**config.mk**
```make
export PLATFORM = sky130hd
export DESIGN_NAME = fault_nest_escalator
export DESIGN_NICKNAME = d
export VERILOG_FILES = /design/src/rtl/fault_nest_pkg.sv /design/src/rtl/fault_class_decoder.sv /design/src/rtl/fault_nest_resolver.sv /design/src/rtl/fault_record.sv /design/src/rtl/fault_nest_escalator.sv
export SDC_FILE = /design/constraint.sdc
export NUM_CORES = 1
export LEC_CHECK = 0
export CAP_MARGIN = 25
export CORE_ASPECT_RATIO = 0.9
export CORE_UTILIZATION = 40
export CTS_CLUSTER_DIAMETER = 200
export DETAILED_ROUTE_END_ITERATION = 12
export GPL_ROUTABILITY_DRIVEN = 1
export HOLD_SLACK_MARGIN = 0.06
export PLACE_DENSITY = 0.78
export SKIP_CTS_REPAIR_TIMING = 1
export SLEW_MARGIN = 20
export SYNTH_ARGS = -nofsm -noshare
export SYNTH_HDL_FRONTEND = slang
export SYNTH_SLANG_ARGS = --single-unit
```
**constraint.sdc**
```tcl
create_clock -name clk -period 5.6 [get_ports clk]
set_input_delay 1.68 -clock clk [delete_from_list [all_inputs] [get_ports clk]]
set_output_delay 1.68 -clock clk [all_outputs]
set_load 0.1 [all_outputs]
```
**src/rtl/fault_nest_pkg.sv**
```systemverilog
// Shared definitions for the nested fault escalation unit.
// Assumes vector numbers fit in the VEC_W parameter of the modules (>= 4 bits).
package fault_nest_pkg;

    // Class of a fault, also used as the content of the nesting record.
    // FC_NONE means benign for an incoming fault, and idle for the record.
    typedef enum logic [1:0] {
        FC_NONE    = 2'd0,
        FC_CONTRIB = 2'd1,
        FC_PAGE    = 2'd2,
        FC_DOUBLE  = 2'd3
    } fclass_t;

    // Vector numbers with a fixed role in escalation.
    localparam int VEC_DOUBLE = 8;
    localparam int VEC_PAGE   = 14;

    // Contributory vectors, given as inclusive spans.
    localparam int N_CONTRIB_SPANS = 2;
    localparam int CONTRIB_LO [N_CONTRIB_SPANS] = '{0, 10};
    localparam int CONTRIB_HI [N_CONTRIB_SPANS] = '{0, 13};

endpackage

```
**src/rtl/fault_class_decoder.sv**
```systemverilog
// Maps a vector number onto its fault class.
// Purely combinational. The contributory spans come from the package.
// Assumes the spans do not contain the page or double-fault vectors.
module fault_class_decoder
    import fault_nest_pkg::*;
#(
    parameter int VEC_W = 8
) (
    input  logic [VEC_W-1:0] vec,
    output fclass_t          cls
);

    localparam logic [VEC_W-1:0] V_DF = VEC_W'(VEC_DOUBLE);
    localparam logic [VEC_W-1:0] V_PF = VEC_W'(VEC_PAGE);

    logic [N_CONTRIB_SPANS-1:0] span_hit;

    // One range comparator for each contributory span.
    generate
        for (genvar s = 0; s < N_CONTRIB_SPANS; s++) begin : g_span
            localparam logic [VEC_W-1:0] LO = VEC_W'(CONTRIB_LO[s]);
            localparam logic [VEC_W-1:0] HI = VEC_W'(CONTRIB_HI[s]);
            if (CONTRIB_LO[s] == 0) begin : g_from_zero
                assign span_hit[s] = (vec <= HI);
            end else begin : g_range
                assign span_hit[s] = (vec >= LO) && (vec <= HI);
            end
        end
    endgenerate

    // Select the class: page and double first, then the contributory spans.
    always_comb begin
        if (vec == V_PF)
            cls = FC_PAGE;
        else if (vec == V_DF)
            cls = FC_DOUBLE;
        else if (|span_hit)
            cls = FC_CONTRIB;
        else
            cls = FC_NONE;
    end

endmodule

```
**src/rtl/fault_nest_resolver.sv**
```systemverilog
// Decides the outcome of one request against the effective record.
// Combinational. The record is already forced to idle when clear is active.
// Outputs the delivered vector and error code, the shutdown flag, and the
// record update.
module fault_nest_resolver
    import fault_nest_pkg::*;
#(
    parameter int VEC_W = 8,
    parameter int ERR_W = 32
) (
    input  fclass_t          prev_cls,
    input  fclass_t          new_cls,
    input  logic [VEC_W-1:0] new_vec,
    input  logic [ERR_W-1:0] new_err,
    input  logic             new_swint,
    output logic [VEC_W-1:0] res_vec,
    output logic [ERR_W-1:0] res_err,
    output logic             res_shutdown,
    output logic             rec_we,
    output fclass_t          rec_next
);

    localparam logic [VEC_W-1:0] V_DF = VEC_W'(VEC_DOUBLE);

    logic    promote;
    logic    shutdown;
    fclass_t res_cls;

    // Pair rules: contributory on contributory, page or contributory on page.
    always_comb begin
        unique case (prev_cls)
            FC_CONTRIB: promote = (new_cls == FC_CONTRIB);
            FC_PAGE:    promote = (new_cls == FC_CONTRIB) || (new_cls == FC_PAGE);
            default:    promote = 1'b0;
        endcase
    end

    // A recorded double fault turns any further hardware fault into shutdown.
    always_comb shutdown = (prev_cls == FC_DOUBLE) && !new_swint;

    // Build the delivered result: bypass, shutdown, promotion or pass-through.
    always_comb begin
        res_vec      = new_vec;
        res_err      = new_err;
        res_shutdown = 1'b0;
        res_cls      = new_cls;
        if (!new_swint) begin
            if (shutdown) begin
                res_vec      = '0;
                res_err      = '0;
                res_shutdown = 1'b1;
                res_cls      = FC_DOUBLE;
            end else if (promote) begin
                res_vec = V_DF;
                res_err = '0;
                res_cls = FC_DOUBLE;
            end
        end
    end

    // Record only hardware results that are contributory, page or double.
    always_comb begin
        rec_we   = !new_swint && !shutdown && (res_cls != FC_NONE);
        rec_next = res_cls;
    end

endmodule

```
**src/rtl/fault_record.sv**
```systemverilog
// Holds the class of the last fault that matters for nesting.
// Reset and clear both set it to idle. A write in the same cycle as
// clear wins, because the request has already been judged against idle.
// The effective class used for classification is idle while clear is high.
module fault_record
    import fault_nest_pkg::*;
(
    input  logic    clk,
    input  logic    rst_n,
    input  logic    clear,
    input  logic    we,
    input  fclass_t wdata,
    output fclass_t rec_q,
    output fclass_t rec_eff
);

    // Record register: write, else clear to idle, else hold.
    always_ff @(posedge clk) begin
        if (!rst_n)
            rec_q <= FC_NONE;
        else if (we)
            rec_q <= wdata;
        else if (clear)
            rec_q <= FC_NONE;
    end

    // Class seen by a request in this cycle.
    always_comb rec_eff = clear ? FC_NONE : rec_q;

endmodule

```
**src/rtl/fault_nest_escalator.sv**
```systemverilog
// Top of the nested fault escalation unit.
// Each request is decoded, judged against the record, and presented one
// cycle later with a single-cycle valid strobe. Result fields hold their
// value between requests. Assumes at most one request per cycle.
module fault_nest_escalator
    import fault_nest_pkg::*;
#(
    parameter int VEC_W = 8,
    parameter int ERR_W = 32
) (
    input  logic             clk,
    input  logic             rst_n,
    input  logic             req_valid,
    input  logic [VEC_W-1:0] req_vector,
    input  logic [ERR_W-1:0] req_err,
    input  logic             req_swint,
    input  logic             clear,
    output logic             out_valid,
    output logic [VEC_W-1:0] out_vector,
    output logic [ERR_W-1:0] out_err,
    output logic             out_shutdown
);

    fclass_t          new_cls;
    fclass_t          rec_q;
    fclass_t          rec_eff;
    fclass_t          rec_next;
    logic             rec_we_raw;
    logic [VEC_W-1:0] res_vec;
    logic [ERR_W-1:0] res_err;
    logic             res_shutdown;

    fault_class_decoder #(.VEC_W(VEC_W)) u_dec (
        .vec (req_vector),
        .cls (new_cls)
    );

    fault_nest_resolver #(.VEC_W(VEC_W), .ERR_W(ERR_W)) u_res (
        .prev_cls     (rec_eff),
        .new_cls      (new_cls),
        .new_vec      (req_vector),
        .new_err      (req_err),
        .new_swint    (req_swint),
        .res_vec      (res_vec),
        .res_err      (res_err),
        .res_shutdown (res_shutdown),
        .rec_we       (rec_we_raw),
        .rec_next     (rec_next)
    );

    fault_record u_rec (
        .clk     (clk),
        .rst_n   (rst_n),
        .clear   (clear),
        .we      (rec_we_raw && req_valid),
        .wdata   (rec_next),
        .rec_q   (rec_q),
        .rec_eff (rec_eff)
    );

    // Strobes: valid follows the request, shutdown only with a request.
    always_ff @(posedge clk) begin
        if (!rst_n) begin
            out_valid    <= 1'b0;
            out_shutdown <= 1'b0;
        end else begin
            out_valid    <= req_valid;
            out_shutdown <= req_valid && res_shutdown;
        end
    end

    // Result fields: capture on a request, hold otherwise.
    always_ff @(posedge clk) begin
        if (!rst_n) begin
            out_vector <= '0;
            out_err    <= '0;
        end else if (req_valid) begin
            out_vector <= res_vec;
            out_err    <= res_err;
        end
    end

endmodule

```
==> results of run 1 <==
## power groups by stage
| stage | sequential, mW | combinational [mW] | clock, mW |
|---|---|---|---|
| 2_1_floorplan | 0.459 | 0.0412 | 0 |
| 3_3_place_gp | 0.343 | 0.227 | 0 |
| 3_5_place_dp | 0.344 | 0.228 | 0 |
| 4_1_cts | 0.337 | 0.229 | 0.211 |
| 5_1_grt | 0.339 | 0.238 | 0.226 |
| 6_report | 0.337 | 0.228 | 0.205 |
## final cells by class
| cell class | instances | area share [%] |
|---|---|---|
| sequential | 44 | 31.34 |
| timing repair buffer | 88 | 31.17 |
| multi-input combinational | 110 | 30.77 |
| clock buffer | 6 | 2.939 |
| tap | 62 | 2.760 |
| inverter | 5 | 0.6679 |
| clock inverter | 2 | 0.3562 |
## sequential cells by signal, summed over array words and instances, names as in the netlist
register      cells
out_vector        8
u_rec.rec_q       2
out_valid         1
out_shutdown      1
out_err          32
## worst min-delay path by stage
| stage | from | endpoint | slack (ps) | depth (start not counted) |
|---|---|---|---|---|
| 5_1_grt | out_err[9]$_SDFFE_PN0P_ | out_err[9]$_SDFFE_PN0P_ | 550 | 2 |
| 3_5_place_dp | out_err[5]$_SDFFE_PN0P_ | out_err[5]$_SDFFE_PN0P_ | 490 | 2 |
| 2_1_floorplan | u_rec.rec_q[1]$_SDFF_PN0_ | u_rec.rec_q[1]$_SDFF_PN0_ | 590 | 3 |
| 3_3_place_gp | out_vector[7]$_SDFFE_PN0P_ | out_vector[7]$_SDFFE_PN0P_ | 480 | 2 |
| 4_1_cts | out_err[7]$_SDFFE_PN0P_ | out_err[7]$_SDFFE_PN0P_ | 510 | 2 |
| 6_report | out_err[7]$_SDFFE_PN0P_ | out_err[7]$_SDFFE_PN0P_ | 510 | 2 |
## layer usage
layer,global-route usage (%),wire length (um)
met5,0,0
met2,31.14,2153
met4,7.212,78
met1,23.37,2106
met3,7.564,404
## worst max-delay path, cell delays in order
cell and delay, ps:
sky130_fd_sc_hd__clkdlybuf4s50_1 520, sky130_fd_sc_hd__nor2b_1 200, sky130_fd_sc_hd__o32ai_2 330, sky130_fd_sc_hd__and2_1 180
sky130_fd_sc_hd__ha_1 220, sky130_fd_sc_hd__nand2b_1 140, sky130_fd_sc_hd__a211o_2 580, sky130_fd_sc_hd__a32oi_1 340
sky130_fd_sc_hd__nor2b_1 70
## kinds of logic after synthesis
group | synth area share [%]
simple gates | 20.57
compound gates | 22.45
flops | 47.03
buf+inv | 6.813
fa+ha+maj | 2.672
xor+xnor | 0.4677
## metrics by stage
stage	std cells	power (mW)	utilization [%]
after CTS	317	0.7773	63.00
after floorplan	176	0.5004	-
after global routing	317	0.8029	63.00
after global placement	309	0.5706	60.93
after detailed placement	309	0.5722	60.93
final	317	0.7704	63.00
## cells in the final DEF (no fill, tap or decap), drive strengths merged
master	instances
nor2	1
o32ai	1
clkbuf	6
a31o	1
a211o	1
nor4	1
buf	2
a32o	1
nand2b	4
o2111ai	1
o211ai	2
inv	5
clkinv	2
clkdlybuf4s50	86
dfxtp	44
nor2b	42
nand2	4
nand4b	1
a21oi	1
and2	2
ha	4
or2b	1
nor3b	1
nand3	1
a32oi	39
xnor2	1
==> run summary, run 1 <==
The flow ran to the end, and the final reports show no timing, DRC or antenna violations. The boundary pin count is a little under 90. STA classifies the critical path endpoint as a flip-flop. The initial DRC count is 52.

After routing the design area is roughly 0.0028 mm2. The antenna violation net count after detailed routing is 0. The average wire per cell in the routed design is roughly 15 um.

Timing would allow up to around 240 MHz. The worst endpoint required time is about 5800 ps. Prior to clock tree synthesis, the placed netlist has a worst setup slack of between 1000 and 1500 ps.

The number of slew-limit violations in the final report is 0. The H-tree depth is 2. The final-layout setup total negative slack came out at 0 ps. The startpoint of the worst register-to-register path is u_rec.rec_q[0]$_SDFF_PN0_. The final layout contains 303 nets. In this run the power spent charging and discharging nets is around 0.27 mW. Detailed placement finished with a half-perimeter wire length of 3113 um. For this run, the leading register cell type out of synthesis is sky130_fd_sc_hd__dfxtp_1. The share of the synthesized area in the top cell type is 47.03%.

The proportion of register bits with asynchronous set or reset after synthesis came out at 0%. The worst hold slack is roughly 510 ps. The iteration count of the initial detailed-routing pass is 4. The internal power summed over all cells came out at ~0.5 mW. The number of diodes added for antenna fixing came out at 0. After synthesis, the most frequently instantiated cells are 44 x sky130_fd_sc_hd__dfxtp_1, 42 x sky130_fd_sc_hd__nor2b_1, 39 x sky130_fd_sc_hd__a32oi_1.

The final number of hold-violating endpoints came out at 0. For the worst-skew pair, the clock arrives at the later sink with an insertion delay of between 200 and 300 ps. The proportion of total power due to net switching came out at between 30% and 40%.

The number of max-capacitance violations reported came out at 0. The share of total power dissipated in the clock network is 26.6%. The instance area at placement is roughly 0.0027 mm2. The clock tree root buffer cell is sky130_fd_sc_hd__clkbuf_8.

The pin count of the biggest net entering global routing is 43. STA classifies the critical path startpoint as an input pin. The cell leakage power is roughly 1.0 nW. The final period utilization is 73.20%. The critical path is of the input pin to flip-flop type. In this run the horizontal extent of the chip is roughly 74 um. Summing all multi-input logic gate instances after layout gives roughly 860 um2. The combinational share of power came out at slightly below 30%. The count of synthesis-stage warnings from yosys came out at 0. The count of different cell masters after synthesis came out at 30.

The worst-margin pin slew is 1005 ps. The overall routing resource usage came out at 19.46%. The worst register-to-register path ends at out_vector[3]$_SDFFE_PN0P_.

The CTS clock-pin slew for the worst setup and hold paths is approximately 80 ps. The layout filler cell count is just under 400. The congestion estimate from routability-driven global placement came to approximately 0.78. The height of the die is about 67 um. IR analysis of the VDD net gives a maximum drop of 0.1569 mV. The remaining max-slew budget at the tightest pin is between 30 and 40%.

The area of the core is 0.004461 mm2. The shortest clock period the worst path allows after layout came out at a little over 4000 ps. Summing every instance area after synthesis gives approximately 0.0019 mm2. The synthesized design contains 0 enable-type register cells.

The overall routed net length is approximately 4700 um. The sequential share of power is a little over two fifths. The startpoint of the most critical setup path is req_vector[1].

The row count is 23. The total via count in the routed design is between 1500 and 2000. The most critical setup path has its endpoint at out_vector[5]$_SDFFE_PN0P_. The die area is 0.004961 mm2. The share of synthesized area occupied by flip-flops and latches is 47.03%. Setup repair after global routing left no endpoint under its margin. Setup violations remaining at the end of the flow were counted as 0. The power per standard cell area is ~270 mW/mm2. In the post-synthesis netlist, the biggest area contributors are sky130_fd_sc_hd__dfxtp_1 47%, sky130_fd_sc_hd__a32oi_1 18%, sky130_fd_sc_hd__nor2b_1 14%. The relative area change from synthesis to final layout is 50.03%. The area taken by flip-flops and latches is about 880 um2.

The cell count of the worst reg-to-reg path came out at 7. Of the cells placed in the final design, the portion with a size suffix greater than 1 is roughly 6.7%. The via count of the first global-routing pass came out at 1597. Synthesis produced a netlist with a net count of 225. The number of buffers between clock root and the deepest sink is 2. The total overflow left after global routing is 0.

Each instance of the synthesized netlist takes up on average roughly 11 um2. The number of antenna violations at the first check in global routing is 0. The initial cell density of the core came out at 41.99%. The count of unresolved DRC violations after routing came out at 0. The synthesized instance count is around 180.

The total clock sinks came out at 44. The first global-routing pass estimated between 7000 and 8000 um of wire. STA puts the critical path data arrival time at roughly 4300 ps.

The synthesized design spends more area on one cell type than any other, namely sky130_fd_sc_hd__dfxtp_1. Clock tree synthesis inserted a total of 5 buffers. Setup slack closes at 1501 ps.

The worst hold path belongs to the class flip-flop to flip-flop. Along the worst path, the maximum fanout reaches 42. The via-per-instance ratio came out at between 5 and 6.

TritonCTS built the clock tree. The post-synthesis register bit count came out at 44. The worst-case clock skew came out at between 3 and 4 ps.

Port buffering added 86 buffers. The most common cell in the synthesized netlist is sky130_fd_sc_hd__dfxtp_1. The worst reg-to-reg setup slack is 3600 ps.
Note: power is estimated with default switching activity, not from simulation.
==> run 2, diff against run 1 <==
CORE_UTILIZATION = 37   (was 40)
PLACE_DENSITY = 0.76   (was 0.78)
clock period = 3.6 ns   (was 5.6 ns; I/O delays follow)
==> run summary, run 2 (same netlist as run 1, synthesis figures left out) <==
The net count reported at finish came to 307 (+1.3%). The most critical setup path has its endpoint at out_vector[5]$_SDFFE_PN0P_. The worst-margin pin slew was 497.8 ps (-507.1 ps). The antenna violation net count after detailed routing came out at 0 (unchanged). The number of max-capacitance violations reported is 0 (unchanged). The buffers plus inverters on the worst setup path is 2 (+1).

The final period utilization is about nine tenths. The maximum operating frequency is 309.5 MHz. The boundary pin count came out at 87 (unchanged).

The number of slew-limit violations in the final report came out at 0 (unchanged). The residual overflow from global routing is 0 (unchanged). TritonCTS built the clock tree. The number of port buffers is 86 (unchanged). The overall routing resource usage is 17.84% (-1.6 points). The total via count in the routed design is 1643 (-1.1%).

The fraction of final layout cells with drive strength greater than 1 came out at 23.64% (+17 points). The final count of negative-setup-slack endpoints is 0 (unchanged). By startpoint and endpoint, the worst setup path is classified as input pin to flip-flop. The cell with the largest stage delay on the worst path is sky130_fd_sc_hd__clkdlybuf4s50_1.

The count of placed standard cells including taps came out at 316 (+2.3%). The initial cell density of the core came out at 38.50% (-3.5 points). The shortest clock period the worst path allows after layout came out at roughly 3200 ps. The root buffer cell chosen for the clock tree is sky130_fd_sc_hd__clkbuf_8. The worst setup path is launched from an input pin. The number of buffers created by CTS came out at 5 (unchanged). The largest registers in the layout are out_err (32), out_vector (8), u_rec.rec_q (2). The flip-flop count of the largest register, all copies and words added is 32 (unchanged).

The reg-to-reg endpoint is out_vector[5]$_SDFFE_PN0P_. The kind of cell with the highest combined delay along the critical path is simple AND/OR/NAND/NOR gates. The worst ir drop on vdd was 0.2595 mV (+65%). The cell leakage power was 1.085 nW (+8.6%).

The global placement routability congestion came to 0.8330 (+7.3%). From synthesis to final layout, the design area changed by 46.09%. The H-tree depth came to 2 (unchanged).

The die area came to 0.005352 mm2 (+7.9%). The power per standard cell area came out at 423.4 mW/mm2 (+54%). The count of unresolved DRC violations after routing came out at 0 (unchanged). The number of buffers between clock root and the deepest sink was 2 (unchanged). The global-route wire length before repair is 7624 um (+3.8%). The remaining max-slew budget at the tightest pin is 66.74% (+34 points). The area of the core was 0.004865 mm2 (+9.1%). The top cell types in the final layout, fill and taps aside, are 47 x sky130_fd_sc_hd__buf_4, 44 x sky130_fd_sc_hd__clkdlybuf4s50_1, 44 x sky130_fd_sc_hd__dfxtp_1.

The worst hold slack is 507.1 ps (+1.659 ps). The final number of hold-violating endpoints came out at 0 (unchanged). The number of diodes added for antenna fixing came out at 0 (unchanged). The instance area at placement is 0.002659 mm2 (-2.2%).

The die width came out at 77 um (+3.9%). The run finished with clean final reports. The biggest cell delay along the critical path is 490 ps (-90 ps).

Setup repair after global routing left no endpoint under its margin. In this run the critical register-to-register path is launched from u_rec.rec_q[0]$_SDFF_PN0_. The worst setup margin came out at 368.8 ps (-1132 ps). The latest clock arrival within the worst-skew pair came out at 290 ps (about the same). Traced cell by cell, the critical path runs through clkdlybuf4s50_1 > nor4_4 > nand4b_2 > ha_1 > nand2b_1 > a211o_2 > buf_12 > a32oi_1 > nor2b_1.

The row count came to 24 (+4.3%). The number of antenna violations at the first check in global routing came out at 0 (unchanged). The overall routed net length came out at 4668 um (-1.6%). The CTS clock-pin slew for the worst setup and hold paths came out at 70 ps (about the same). The pin count of the biggest net entering global routing is 40 (-7.0%). Leaving out fill and tap cells, the most frequent cell in the layout is sky130_fd_sc_hd__buf_4. The post-route cell area is 0.002736 mm2 (-2.6%). The arrival time reported for the critical path endpoint is 3410 ps (-870 ps). The post-place setup slack is 53.85 ps (-1183 ps).

The final-layout setup total negative slack is 0 ps (unchanged). Counting flops per register, the top entry is out_err. The iteration count of the initial detailed-routing pass came to 4 (unchanged).

The total clock sinks is 44 (unchanged). The worst reg-to-reg setup slack came out at 1890 ps (-1710 ps). The count of non-filler cells in the finished layout came out at 323 (+1.9%). The largest driver fanout on the critical path came to 29 (-31%). The layout filler cell count came out at 461 (+16%). The average wire per cell in the routed design is 14.45 um (-3.4%).

The most critical setup path has its startpoint at req_vector[4]. The initial DRC count is 81 (+56%). The worst endpoint required time came out at 3780 ps (-2000 ps). The via count of the first global-routing pass came out at 1575 (-1.4%). The via-per-instance ratio is 5.087 (-3.0%). The cell count of the worst reg-to-reg path is 8 (+1). In this run the worst hold path is classified as flip-flop to flip-flop.

The number of gates on the worst path with buffers counted is 9 (unchanged). The worst setup path is captured at a flip-flop. The height of the die came out at 69.50 um (+3.9%). The worst-case clock skew is 4.727 ps (+1.357 ps). The half-perimeter wire length after placement is 3138 um (+0.81%).
==> run 2: worst min path at each step <==
stage               cells past startpoint                       from  slack (ps)                   endpoint
floorplan                               3  u_rec.rec_q[1]$_SDFF_PN0_         590  u_rec.rec_q[1]$_SDFF_PN0_
global placement                        2    out_err[8]$_SDFFE_PN0P_         490    out_err[8]$_SDFFE_PN0P_
detailed placement                      2    out_err[5]$_SDFFE_PN0P_         490    out_err[5]$_SDFFE_PN0P_
CTS                                     2    out_err[5]$_SDFFE_PN0P_         510    out_err[5]$_SDFFE_PN0P_
global route                            2   out_err[13]$_SDFFE_PN0P_         540   out_err[13]$_SDFFE_PN0P_
finish                                  2    out_err[4]$_SDFFE_PN0P_         510    out_err[4]$_SDFFE_PN0P_
==> run 2: stage by stage <==
| step | utilization [%] | total power, mW |
|---|---|---|
| after global placement | 54.66 | 0.8824 |
| after global routing | 56.25 | 1.212 |
| after CTS | 56.25 | 1.174 |
| after detailed placement | 54.66 | 0.8847 |
| after floorplan | - | 0.7784 |
| final | 56.25 | 1.159 |
==> run 2: power breakdown <==
| group | switching, mW | leakage, nW | internal (mW) |
|---|---|---|---|
| combinational | 0.240 | 0.681 | 0.108 |
| sequential | 0.0131 | 0.362 | 0.512 |
| clock | 0.154 | 0.0410 | 0.132 |
==> run 2: worst min-delay path: stages (launching register included) <==
cell and delay (ps):
sky130_fd_sc_hd__dfxtp_1 330, sky130_fd_sc_hd__a32oi_1 50, sky130_fd_sc_hd__nor2b_1 90
==> run 2: layout make-up <==
class / count / area, um2 / share of cell area (%)
Inverter: 5 / 18.77 / 0.6859
Timing Repair Buffer: 92 / 813.3 / 29.72
Sequential cell: 44 / 880.8 / 32.19
Clock buffer: 6 / 72.57 / 2.652
Clock inverter: 1 / 5.005 / 0.1829
Tap cell: 65 / 81.33 / 2.972
Multi-Input combinational cell: 110 / 864.6 / 31.60
==> run 2: layer usage <==
layer | global-route usage [%] | up-vias | routed length (um)
li1 | - | 819 | -
met1 | 23.23 | 752 | 2150
met2 | 27.58 | 67 | 2102
met3 | 5.921 | 5 | 365
met4 | 6.289 | 0 | 49
met5 | 0 | - | 0
